## src/rtl/fsc_pkg.sv

```systemverilog
package fsc_pkg;
  localparam int STAT_W   = 16;
  localparam int SUS1_POS = 15;
  localparam int CMP_POS  = 14;
  localparam int LB_LO    = 11;
  localparam int LB_W     = 3;
  localparam int SUS2_POS = 10;
  localparam int DRV_LO   = 5;
  localparam int DRV_W    = 2;
  localparam int HPF_POS  = 4;

  localparam logic [7:0] OP_SUSPEND = 8'h75;
  localparam logic [7:0] OP_RESUME  = 8'h7A;
  localparam logic [7:0] OP_RST_EN  = 8'h66;
  localparam logic [7:0] OP_RST_GO  = 8'h99;

  localparam logic [DRV_W-1:0] DRV_DEFAULT = 2'b01;

  localparam logic [STAT_W-1:0] LB_MASK  = ((STAT_W'(1) << LB_W) - STAT_W'(1)) << LB_LO;
  localparam logic [STAT_W-1:0] DRV_MASK = ((STAT_W'(1) << DRV_W) - STAT_W'(1)) << DRV_LO;
  localparam logic [STAT_W-1:0] CMP_MASK = STAT_W'(1) << CMP_POS;
  localparam logic [STAT_W-1:0] RW_MASK  = CMP_MASK | DRV_MASK;
  localparam logic [STAT_W-1:0] NV_RST   = STAT_W'(DRV_DEFAULT) << DRV_LO;
endpackage

```

## src/rtl/fsc_rst_sync.sv

```systemverilog
module fsc_rst_sync #(
  parameter int STAGES = 2
) (
  input  logic clk,
  input  logic rst_n,
  output logic rst_sync_n
);
  logic [STAGES-1:0] sync_q;

  always_ff @(posedge clk or negedge rst_n) begin
    if (!rst_n) sync_q <= '0;
    else        sync_q <= {sync_q[STAGES-2:0], 1'b1};
  end

  assign rst_sync_n = sync_q[STAGES-1];
endmodule

```

## src/rtl/fsc_cmd_decode.sv

```systemverilog
module fsc_cmd_decode
  import fsc_pkg::*;
(
  input  logic       clk,
  input  logic       rst_n,
  input  logic       cmd_vld,
  input  logic [7:0] cmd_byte,
  output logic       sus_req,
  output logic       res_req,
  output logic       srst_req
);
  logic pend_q, pend_d;

  always_comb begin
    pend_d = pend_q;
    if (cmd_vld) pend_d = (cmd_byte == OP_RST_EN);
  end

  always_ff @(posedge clk or negedge rst_n) begin
    if (!rst_n) pend_q <= 1'b0;
    else        pend_q <= pend_d;
  end

  assign sus_req  = cmd_vld && (cmd_byte == OP_SUSPEND);
  assign res_req  = cmd_vld && (cmd_byte == OP_RESUME);
  assign srst_req = cmd_vld && (cmd_byte == OP_RST_GO) && pend_q;
endmodule

```

## src/rtl/fsc_nv_regs.sv

```systemverilog
module fsc_nv_regs #(
  parameter int              W       = 16,
  parameter logic [W-1:0]    OR_MASK = '0,
  parameter logic [W-1:0]    RW_MASK = '0,
  parameter logic [W-1:0]    RST_VAL = '0
) (
  input  logic         clk,
  input  logic         rst_n,
  input  logic         wr_vld,
  input  logic [W-1:0] wr_data,
  output logic [W-1:0] nv_q
);
  localparam logic [W-1:0] WR_MASK = OR_MASK | RW_MASK;

  logic [W-1:0] nv_d;

  always_comb begin
    nv_d = nv_q;
    if (wr_vld) nv_d = (nv_q & OR_MASK) | (wr_data & WR_MASK);
  end

  always_ff @(posedge clk or negedge rst_n) begin
    if (!rst_n)      nv_q <= RST_VAL;
    else if (wr_vld) nv_q <= nv_d;
  end
endmodule

```

## src/rtl/fsc_volatile.sv

```systemverilog
module fsc_volatile
  import fsc_pkg::*;
(
  input  logic              clk,
  input  logic              rst_n,
  input  logic              sus_req,
  input  logic              clr_req,
  input  logic              erase_busy,
  input  logic              prog_busy,
  input  logic              hpm_on,
  output logic [STAT_W-1:0] vol_word
);
  logic sus1_q, sus1_d, sus2_q, sus2_d, hpf_q;
  logic sus_en;

  assign sus_en = sus_req | clr_req;

  always_comb begin
    sus1_d = sus1_q;
    sus2_d = sus2_q;
    if (clr_req) begin
      sus1_d = 1'b0;
      sus2_d = 1'b0;
    end else if (sus_req) begin
      sus1_d = sus1_q | erase_busy;
      sus2_d = sus2_q | prog_busy;
    end
  end

  always_ff @(posedge clk or negedge rst_n) begin
    if (!rst_n) begin
      sus1_q <= 1'b0;
      sus2_q <= 1'b0;
    end else if (sus_en) begin
      sus1_q <= sus1_d;
      sus2_q <= sus2_d;
    end
  end

  always_ff @(posedge clk or negedge rst_n) begin
    if (!rst_n) hpf_q <= 1'b0;
    else        hpf_q <= hpm_on;
  end

  always_comb begin
    vol_word           = '0;
    vol_word[SUS1_POS] = sus1_q;
    vol_word[SUS2_POS] = sus2_q;
    vol_word[HPF_POS]  = hpf_q;
  end
endmodule

```

## src/rtl/flash_status_ctl.sv

```systemverilog
module flash_status_ctl
  import fsc_pkg::*;
(
  input  logic              clk,
  input  logic              rst_n,
  input  logic              cmd_vld,
  input  logic [7:0]        cmd_byte,
  input  logic              wr_vld,
  input  logic [STAT_W-1:0] wr_data,
  input  logic              erase_busy,
  input  logic              prog_busy,
  input  logic              hpm_on,
  output logic [STAT_W-1:0] stat,
  output logic [LB_W-1:0]   sec_ro,
  output logic              cmp,
  output logic [DRV_W-1:0]  drv_sel,
  output logic              hpf
);
  logic              rst_sync_n;
  logic              sus_req, res_req, srst_req;
  logic [STAT_W-1:0] nv_q, vol_word;

  fsc_rst_sync #(.STAGES(2)) u_rst (
    .clk        (clk),
    .rst_n      (rst_n),
    .rst_sync_n (rst_sync_n)
  );

  fsc_cmd_decode u_dec (
    .clk      (clk),
    .rst_n    (rst_sync_n),
    .cmd_vld  (cmd_vld),
    .cmd_byte (cmd_byte),
    .sus_req  (sus_req),
    .res_req  (res_req),
    .srst_req (srst_req)
  );

  fsc_nv_regs #(
    .W       (STAT_W),
    .OR_MASK (LB_MASK),
    .RW_MASK (RW_MASK),
    .RST_VAL (NV_RST)
  ) u_nv (
    .clk     (clk),
    .rst_n   (rst_sync_n),
    .wr_vld  (wr_vld),
    .wr_data (wr_data),
    .nv_q    (nv_q)
  );

  fsc_volatile u_vol (
    .clk        (clk),
    .rst_n      (rst_sync_n),
    .sus_req    (sus_req),
    .clr_req    (res_req | srst_req),
    .erase_busy (erase_busy),
    .prog_busy  (prog_busy),
    .hpm_on     (hpm_on),
    .vol_word   (vol_word)
  );

  assign stat    = nv_q | vol_word;
  assign sec_ro  = nv_q[LB_LO +: LB_W];
  assign cmp     = nv_q[CMP_POS];
  assign drv_sel = nv_q[DRV_LO +: DRV_W];
  assign hpf     = vol_word[HPF_POS];
endmodule

```

## config.mk

```make
export PLATFORM = sky130hd
export DESIGN_NAME = flash_status_ctl
export DESIGN_NICKNAME = d
export VERILOG_FILES = /design/src/rtl/fsc_pkg.sv /design/src/rtl/fsc_rst_sync.sv /design/src/rtl/fsc_cmd_decode.sv /design/src/rtl/fsc_nv_regs.sv /design/src/rtl/fsc_volatile.sv /design/src/rtl/flash_status_ctl.sv
export SDC_FILE = /design/constraint.sdc
export NUM_CORES = 1
export LEC_CHECK = 0
export ABC_CLOCK_PERIOD_IN_PS = 800
export BUFFER_PORTS_ARGS = -buffer_cell sky130_fd_sc_hd__buf_2
export CORE_ASPECT_RATIO = 1.1
export CORE_MARGIN = 5
export CORE_UTILIZATION = 36
export CTS_BUF_LIST = sky130_fd_sc_hd__clkbuf_8 sky130_fd_sc_hd__clkbuf_16
export CTS_CLUSTER_SIZE = 30
export DETAILED_ROUTE_END_ITERATION = 7
export HOLD_SLACK_MARGIN = 0.1
export PLACE_DENSITY = 0.86
export RECOVER_POWER = 25
export SLEW_MARGIN = 40
export SYNTH_ARGS = -nofsm -noshare
export SYNTH_HDL_FRONTEND = slang
export SYNTH_HIERARCHICAL = 1
export SYNTH_SLANG_ARGS = --single-unit
```

## constraint.sdc

```tcl
create_clock -name clk -period 0.8 [get_ports clk]
set_input_delay 0.04 -clock clk [delete_from_list [all_inputs] [get_ports clk]]
set_output_delay 0.04 -clock clk [all_outputs]
set_load 0.02 [all_outputs]
```

-- Word-level counts from Yosys, hierarchy flattened
Index checks and enable logic that the tools add are counted.
- output and inout bits: 23
- flip-flop bits (word level): 22
- word-level logic and storage cells: 26
- equality and inequality tests: 4
- bitwise operators: 6
- muxes and demuxes: 4
- reduce and logical (&&, ||, !) cells: 6
- operators with widths (cell ; count):
    $eq A8 B7 Y1 const B ; 3
    $or A16 B16 Y16 ; 1
    $or A14 B15 Y15 ; 1
    $eq A8 B8 Y1 const B ; 1
    $logic_and A1 B1 Y1 ; 4
    $mux W1 ; 4
    $or A1 B1 Y1 ; 4
    $reduce_and A2 Y1 ; 1
    $reduce_bool A2 Y1 ; 1

-- Logic depth before layout (Yosys ltp)
Gate-level depths: netlist of the first run.
- depth in word-level cells: 6
- gate-level depth with buffers: 4
- gate-level depth less buffers: 4

-- Hierarchy
Netlist of the first run, hierarchy kept.
- by module, submodules not included (module ; cells each ; times used ; area each (µm²)):
    fsc_nv_regs ; 23 ; 1 ; 290.3
    fsc_volatile ; 24 ; 1 ; 216.5
    fsc_cmd_decode ; 13 ; 1 ; 117.6
    flash_status_ctl ; 17 ; 1 ; 106.4
    fsc_rst_sync ; 3 ; 1 ; 53.8

-- Worst setup path after synthesis of the first run
Ideal clock, no wire load.
- kind: register -> register
- start: reg u_dec.pend_q
- end: reg u_vol.sus1_q
- data arrival time: 800 ps
- path slack: -72 ps
- setup time: 71 ps
- data required time: 729 ps
- path buffers: 0
- cell stages (with the launch flop): 5
- period minus slack after synthesis: 872 ps
- cells stage by stage: dfrtp_1 > nand4bb_1 > nor3_1 > or2_1 > nor2_1
- word-level cells in the longest chain between the ends: 4
- elaborated cells between the ends (all ways): 6
- those cells by class: 1 x mux; 2 x bitwise; 3 x reduce/logical
- ends and longest elaborated chain (what ; RTL line ; source):
    start, declared ; fsc_cmd_decode.sv:12 ; logic pend_q, pend_d;
    start signal, assigned ; fsc_cmd_decode.sv:21 ; else pend_q <= pend_d;
    $logic_and A1 B1 Y1 * ; fsc_cmd_decode.sv:26 ; assign srst_req = cmd_vld && (cmd_byte == OP_RST_GO) && pend_q;
    via srst_req ; flash_status_ctl.sv:20 ; logic sus_req, res_req, srst_req;
    $or A1 B1 Y1 * ; flash_status_ctl.sv:56 ; .clr_req (res_req | srst_req),
    $reduce_bool A2 Y1 (no line) / $or A1 B1 Y1 (equally long branches) ; - ;
    $reduce_and A2 Y1 (no line) ; - ;
    end signal, assigned ; fsc_volatile.sv:35 ; sus1_q <= sus1_d;
    end, declared ; fsc_volatile.sv:13 ; logic sus1_q, sus1_d, sus2_q, sus2_d, hpf_q;
Mark *: on every way through the listed nets, which the timed path passes. The rest lies on a longest branch.
A chain may end at the register's enable or synchronous reset.

-- Worst setup path in the final report of the first run
- start: reg u_nv.nv_q[6]
- end: out stat[6]
- word-level cells in the longest chain between the ends: 1
- ends and longest elaborated chain (what ; RTL line ; source):
    start, declared ; fsc_nv_regs.sv:11 ; output logic [W-1:0] nv_q
    start signal, assigned ; fsc_nv_regs.sv:24 ; else if (wr_vld) nv_q <= nv_d;
    $or A16 B16 Y16 ; flash_status_ctl.sv:63 ; assign stat = nv_q | vol_word;
    end, declared ; flash_status_ctl.sv:13 ; output logic [STAT_W-1:0] stat,
Every way passes these cells.

==> results of run 1 <==
==> area by class of cell <==
cell class                 instances  share of cell area (%)
timing repair buffer              53                    36.0
clock buffer                       4                    4.54
multi-input combinational         62                    31.2
inverter                           1                   0.310
tap                               28                    2.89
sequential                        12                    25.1
==> worst paths after layout <==
check,to,depth (start not counted)
worst min-delay path,u_nv/nv_q[6],2
min in group asynchronous,u_rst/sync_q[1],2
worst min register to register,u_nv/nv_q[11],1
worst max-delay path,stat[6],2
worst max register to register,u_vol/sus1_q,4
max in group asynchronous,u_vol/hpf_q,1
==> worst max-delay path, stage by stage (launching register included) <==
cell and delay, ps:
dfrtp_2 410, or2_1 220, buf_6 130
==> layer usage <==
metal  vias to the layer above  share of wire [%]  wire (um)  track usage, %
met2                        30                 57        904            21.0
met3                         2                9.6        154            3.80
met4                         0               0.50          8            3.20
met5                         -                  0          0               0
li1                        314                  -          -               -
met1                       282                 33        531            10.2
==> cell families (layout without fill, tap and decap cells) <==
kind of cell	after synthesis	in the layout	synth area share, %
flip-flops	12	12	38.4
buffers and inverters	27	58	25.4
AND/OR/NAND/NOR	29	29	23.8
other	3	24	1.44
multiplexers	3	3	4.31
AO/OA/AOI/OAI	6	6	6.70
==> sequential cells by signal, summed over array words and instances (netlist names) <==
signal        flops
u_vol/sus2_q      1
u_dec/pend_q      1
u_nv/nv_q         6
u_vol/sus1_q      1
u_rst/sync_q      2
u_vol/hpf_q       1
==> report_power, final <==
group          internal (mW)  switching [mW]  total (mW)
combinational          0.202           0.173       0.376
clock                  0.433           0.204       0.637
sequential             0.642          0.0176       0.660
total                   1.28           0.395        1.67
==> per-stage QoR <==
stage / hold WS, ps / setup slack, ps / instances / total power, mW
global route: 43.8 / -273 / 160 / 1.76
global placement: -174 / -51.5 / 142 / 0.939
detailed placement: -172 / -83.9 / 142 / 0.948
floorplan: -256 / -28.3 / 101 / 0.923
CTS: 32.0 / -248 / 159 / 1.70
finish: 39.2 / -237 / 160 / 1.67
==> cells in the final DEF (no fill, tap or decap), types with 4 or more instances in the layout <==
cell type	Yosys	routed
dlygate4sd3_1	0	9
buf_4	26	4
nand3b_1	5	5
clkbuf_8	0	4
buf_2	0	19
dfrtp_1	11	9
buf_6	0	19
or2_4	0	4
conb_1	3	24
or2_1	17	13
==> repair_timing <==
item,in CTS,in global routing
setup endpoints to repair,18,21
pin swaps,2,0
resized for setup,34,2
setup buffers,4,1
hold endpoints to repair,12,2
==> results.sh, run 1 <==
export IMPL_status="finished, violations left"
export IMPL_violations="setup timing"
export IMPL_startpoint_type="flip-flop"
export IMPL_firstDrtPassIters=4
export IMPL_path_class="flip-flop to output pin"
export IMPL_netlist_area_sq_um=785
export IMPL_multi_input_area_sq_um=378
export IMPL_drc=0
export IMPL_yosysWarnings=6
export IMPL_track_usage_pct=10.8
export IMPL_clkTransAtPathRegs_ps=50
export IMPL_syn_mean_instance_area_sq_um=9.81
export IMPL_grt_pass1_wl_um=2520
export IMPL_regArea_sq_um=304
export IMPL_finalSetupTns_ps=-2820
export IMPL_clkSinkCount=12
export IMPL_p_per_area_nw_per_um2=1380
export IMPL_yosysMostFrequentCell="buf_4"
export IMPL_clock_fmax_mhz=964
export IMPL_clock_latency_ps=240
export IMPL_max_cap_viol_count=0
export IMPL_fin_util_pct=59.4
export IMPL_synth_cell_types=15
export IMPL_avgViaCountPerCell=3.93
export IMPL_cts_tree="done"
export IMPL_crit_required_ps=760
export IMPL_final_area_sq_um=1210
export IMPL_yosysSeqAreaShare_pct=38.4
export IMPL_setup_viol=18
export IMPL_ctsHoldBuffers=9
export IMPL_io_buffers=36
export IMPL_setup_ws_ps=-237
export IMPL_gp_congestion=0.675
export IMPL_rows=17
export IMPL_routed_wl_um=1600
export IMPL_antenna_found_initial=0
export IMPL_routedWlPerCell_um=9.99
export IMPL_synth_edf_count=0
export IMPL_critPathLaunch="u_nv/nv_q[6]"
export IMPL_root_buffer="clkbuf_8"
export IMPL_yosys_top_cells_count="26 x buf_4, 17 x or2_1, 11 x dfrtp_1"
export IMPL_die_width_um=54.5
export IMPL_ant_nets=0
export IMPL_hp_class="input pin to flip-flop"
export IMPL_ir_drop_mv=1.14
export IMPL_yosysTopAreaCellShare_pct=35.1
export IMPL_gr_total_overflow=0
export IMPL_num_vias=628
export IMPL_ys_seq_elements=12
export IMPL_ys_flop_type="dfrtp_1"
export IMPL_ios=54
export IMPL_period_share_pct=130
export IMPL_start_util_pct=38.4
export IMPL_core_area_sq_um=2040
export IMPL_nets=164
export IMPL_drive_above_1_share_pct=46.2
export IMPL_cp_max_fo=3
export IMPL_drt_iter0_markers=5
export IMPL_slew_viol_final=0
export IMPL_end_kind="output pin"
export IMPL_layout_min_cycle_time_ps=1040
export IMPL_hold_viol=0
export IMPL_place_area_sq_um=918
export IMPL_diodes=0
export IMPL_async_reset_ff_share_pct=100
export IMPL_finClkSkew_ps=0.309
export IMPL_hp_start="wr_data[6]"
export IMPL_grt_max_degree=8
export IMPL_cts_buffers=3
export IMPL_synthToLayoutAreaGrowth_pct=54.5
export IMPL_dpl_hpwl_um=1270
export IMPL_rsz0062_at_grt="true"
export IMPL_p_leak_nw=0.592
export IMPL_arrival_ps=1000
export IMPL_die_h_um=59.0
export IMPL_htree_levels=1
export IMPL_synthTopCellsByArea="dfrtp_1 35%, buf_4 25%, or2_1 14%, nand3b_1 4.8%, mux2_2 4.3%"
export IMPL_die_area_sq_um=3210
export IMPL_num_fill_cells=184
export IMPL_clockBufferDepth=2
export IMPL_grt_pass1_vias=624
export IMPL_synth_top_cell_by_area="dfrtp_1"
export IMPL_reg2reg_from="u_dec/pend_q"
export IMPL_regToRegSetupSlack_ps=-110
export IMPL_syn_inst=80
(Power assumes the default switching activity.)
==> run 2: changes to the inputs <==
- TNS_END_PERCENT: default -> 20
==> results.sh, run 2 (synthesized netlist as in run 1, its figures left out) <==
export IMPL_ctsHoldBuffers=10
export IMPL_hp_class="input pin to flip-flop"
export IMPL_startpoint_type="flip-flop"
export IMPL_antenna_found_initial=0
export IMPL_start_util_pct=38.4
export IMPL_clkSinkCount=12
export IMPL_p_per_area_nw_per_um2=1430
export IMPL_clockBufferDepth=2
export IMPL_hold_ws_ps=28.8
export IMPL_num_vias=621
export IMPL_track_usage_pct=10.5
export IMPL_clkTransAtPathRegs_ps=50
export IMPL_grt_max_degree=11
export IMPL_drt_iter0_markers=4
export IMPL_cts_buffers=3
export IMPL_period_share_pct=128
export IMPL_clock_fmax_mhz=975
export IMPL_ios=54
export IMPL_nets=162
export IMPL_max_cap_viol_count=0
export IMPL_status="finished, violations left"
export IMPL_hold_viol=0
export IMPL_pre_cts_ws_ps=-101
export IMPL_finalNonFillerCells=158
export IMPL_core_area_sq_um=2040
export IMPL_num_fill_cells=195
export IMPL_end_kind="output pin"
export IMPL_cp_max_fo=3
export IMPL_root_buffer="clkbuf_8"
export IMPL_setup_ws_ps=-226
export IMPL_regToRegSetupSlack_ps=-100
export IMPL_gr_total_overflow=0
export IMPL_layout_min_cycle_time_ps=1030
export IMPL_critPathMaxStageDelay_ps=400
export IMPL_p_leak_nw=0.561
export IMPL_cts_tree="done"
export IMPL_finClkSkew_ps=4.23
export IMPL_ant_nets=0
export IMPL_slew_viol_final=0
export IMPL_avgViaCountPerCell=3.93
export IMPL_dpl_hpwl_um=1200
export IMPL_cp_slowest_cell="dfrtp_2"
export IMPL_worstPathCellList="or2_1, buf_2"
export IMPL_final_cell_mix="27 x buf_2, 24 x conb_1, 16 x or2_1"
export IMPL_place_inst=140
export IMPL_grt_pass1_vias=610
export IMPL_htree_levels=1
export IMPL_violations="setup timing"
export IMPL_layout_commonest_cell="buf_2"
export IMPL_cp_top_family="flip-flops"
export IMPL_synthToLayoutAreaGrowth_pct=45.3
export IMPL_die_area_sq_um=3210
export IMPL_cp_num_buf_inv=1
export IMPL_regMostFlops="u_nv/nv_q"
export IMPL_path_class="flip-flop to output pin"
export IMPL_routedWlPerCell_um=9.78
export IMPL_gp_congestion=0.697
export IMPL_arrival_ps=990
export IMPL_ir_drop_mv=0.974
export IMPL_die_width_um=54.5
export IMPL_finalPower_mw=1.63
export IMPL_largest_reg_flops=6
export IMPL_drive_above_1_share_pct=43.8
export IMPL_rsz0062_at_grt="true"
export IMPL_firstDrtPassIters=3
export IMPL_rows=17
export IMPL_clock_latency_ps=240
export IMPL_drc=0
export IMPL_routed_wl_um=1550
export IMPL_diodes=0
export IMPL_die_h_um=59.0
export IMPL_crit_required_ps=760
export IMPL_setup_viol=17
export IMPL_largestRegisters="u_nv/nv_q: 6 flops, u_rst/sync_q: 2 flops"
export IMPL_fin_util_pct=55.8
export IMPL_grt_pass1_wl_um=2390
export IMPL_io_buffers=36
==> run 2: cell types whose count changed in the layout (fill, tap and decap cells not counted), sizes merged <==
cell	change
clkbuf	-1
buf	-1
==> run 2: where the power goes <==
group / total (mW) / switching [mW] / internal [mW]
combinational: 0.313 / 0.156 / 0.157
sequential: 0.664 / 0.0226 / 0.641
clock: 0.652 / 0.218 / 0.434
total: 1.63 / 0.397 / 1.23
==> run 2: worst reg2reg max path: stages, from the launching register on <==
cell       delay, ps
dfrtp_1          370
nand4bb_1        110
nor3_2            40
or2_1            210
nor2_1            90
==> run 2: what timing repair did <==
item | CTS | global route
setup endpoints to repair | 18 | 22
resized for setup | 12 | 9
endpoints found under the hold margin | 12 | 2
setup buffers | 2 | 2
pin swaps | 1 | 1
==> run 2: worst paths after layout <==
kind / start / end / depth (start not counted)
worst max-delay path: u_nv/nv_q[14] / stat[14] / 2
worst min register to register: u_rst/sync_q[1] / u_nv/nv_q[6] / 0
min in group asynchronous: u_rst/sync_q[1] / u_nv/nv_q[6] / 0
worst max register to register: u_dec/pend_q / u_vol/sus1_q / 4
max in group asynchronous: u_rst/sync_q[1] / u_nv/nv_q[5] / 0
worst min-delay path: wr_data[6] / u_nv/nv_q[6] / 2
==> run 2: final cells by class <==
class                           instances  area (sq um)  share of cell area [%]
Tap cell                               28          35.0                    3.07
Sequential cell                        12           304                    26.7
Clock buffer                            4          55.1                    4.83
Timing Repair Buffer                   51           372                    32.6
Multi-Input combinational cell         62           370                    32.5
Inverter                                1          3.75                   0.329
==> run 2: routing by layer <==
layer	vias up	wire length, um	track usage (%)	part of all wire (%)
met3	2	145	4.05	9.4
met5	-	0	0	0
li1	309	-	-	-
met2	28	873	22.1	56
met4	0	10	4.27	0.65
met1	282	517	7.68	33
==> run 2: stage by stage <==
| step | TNS, ps | cell area, sq um |
|---|---|---|
| floorplan | -130 | 868 |
| global placement | -110 | 896 |
| detailed placement | -246 | 896 |
| CTS | -2740 | 1100 |
| global route | -3280 | 1140 |
| finish | -2540 | 1140 |
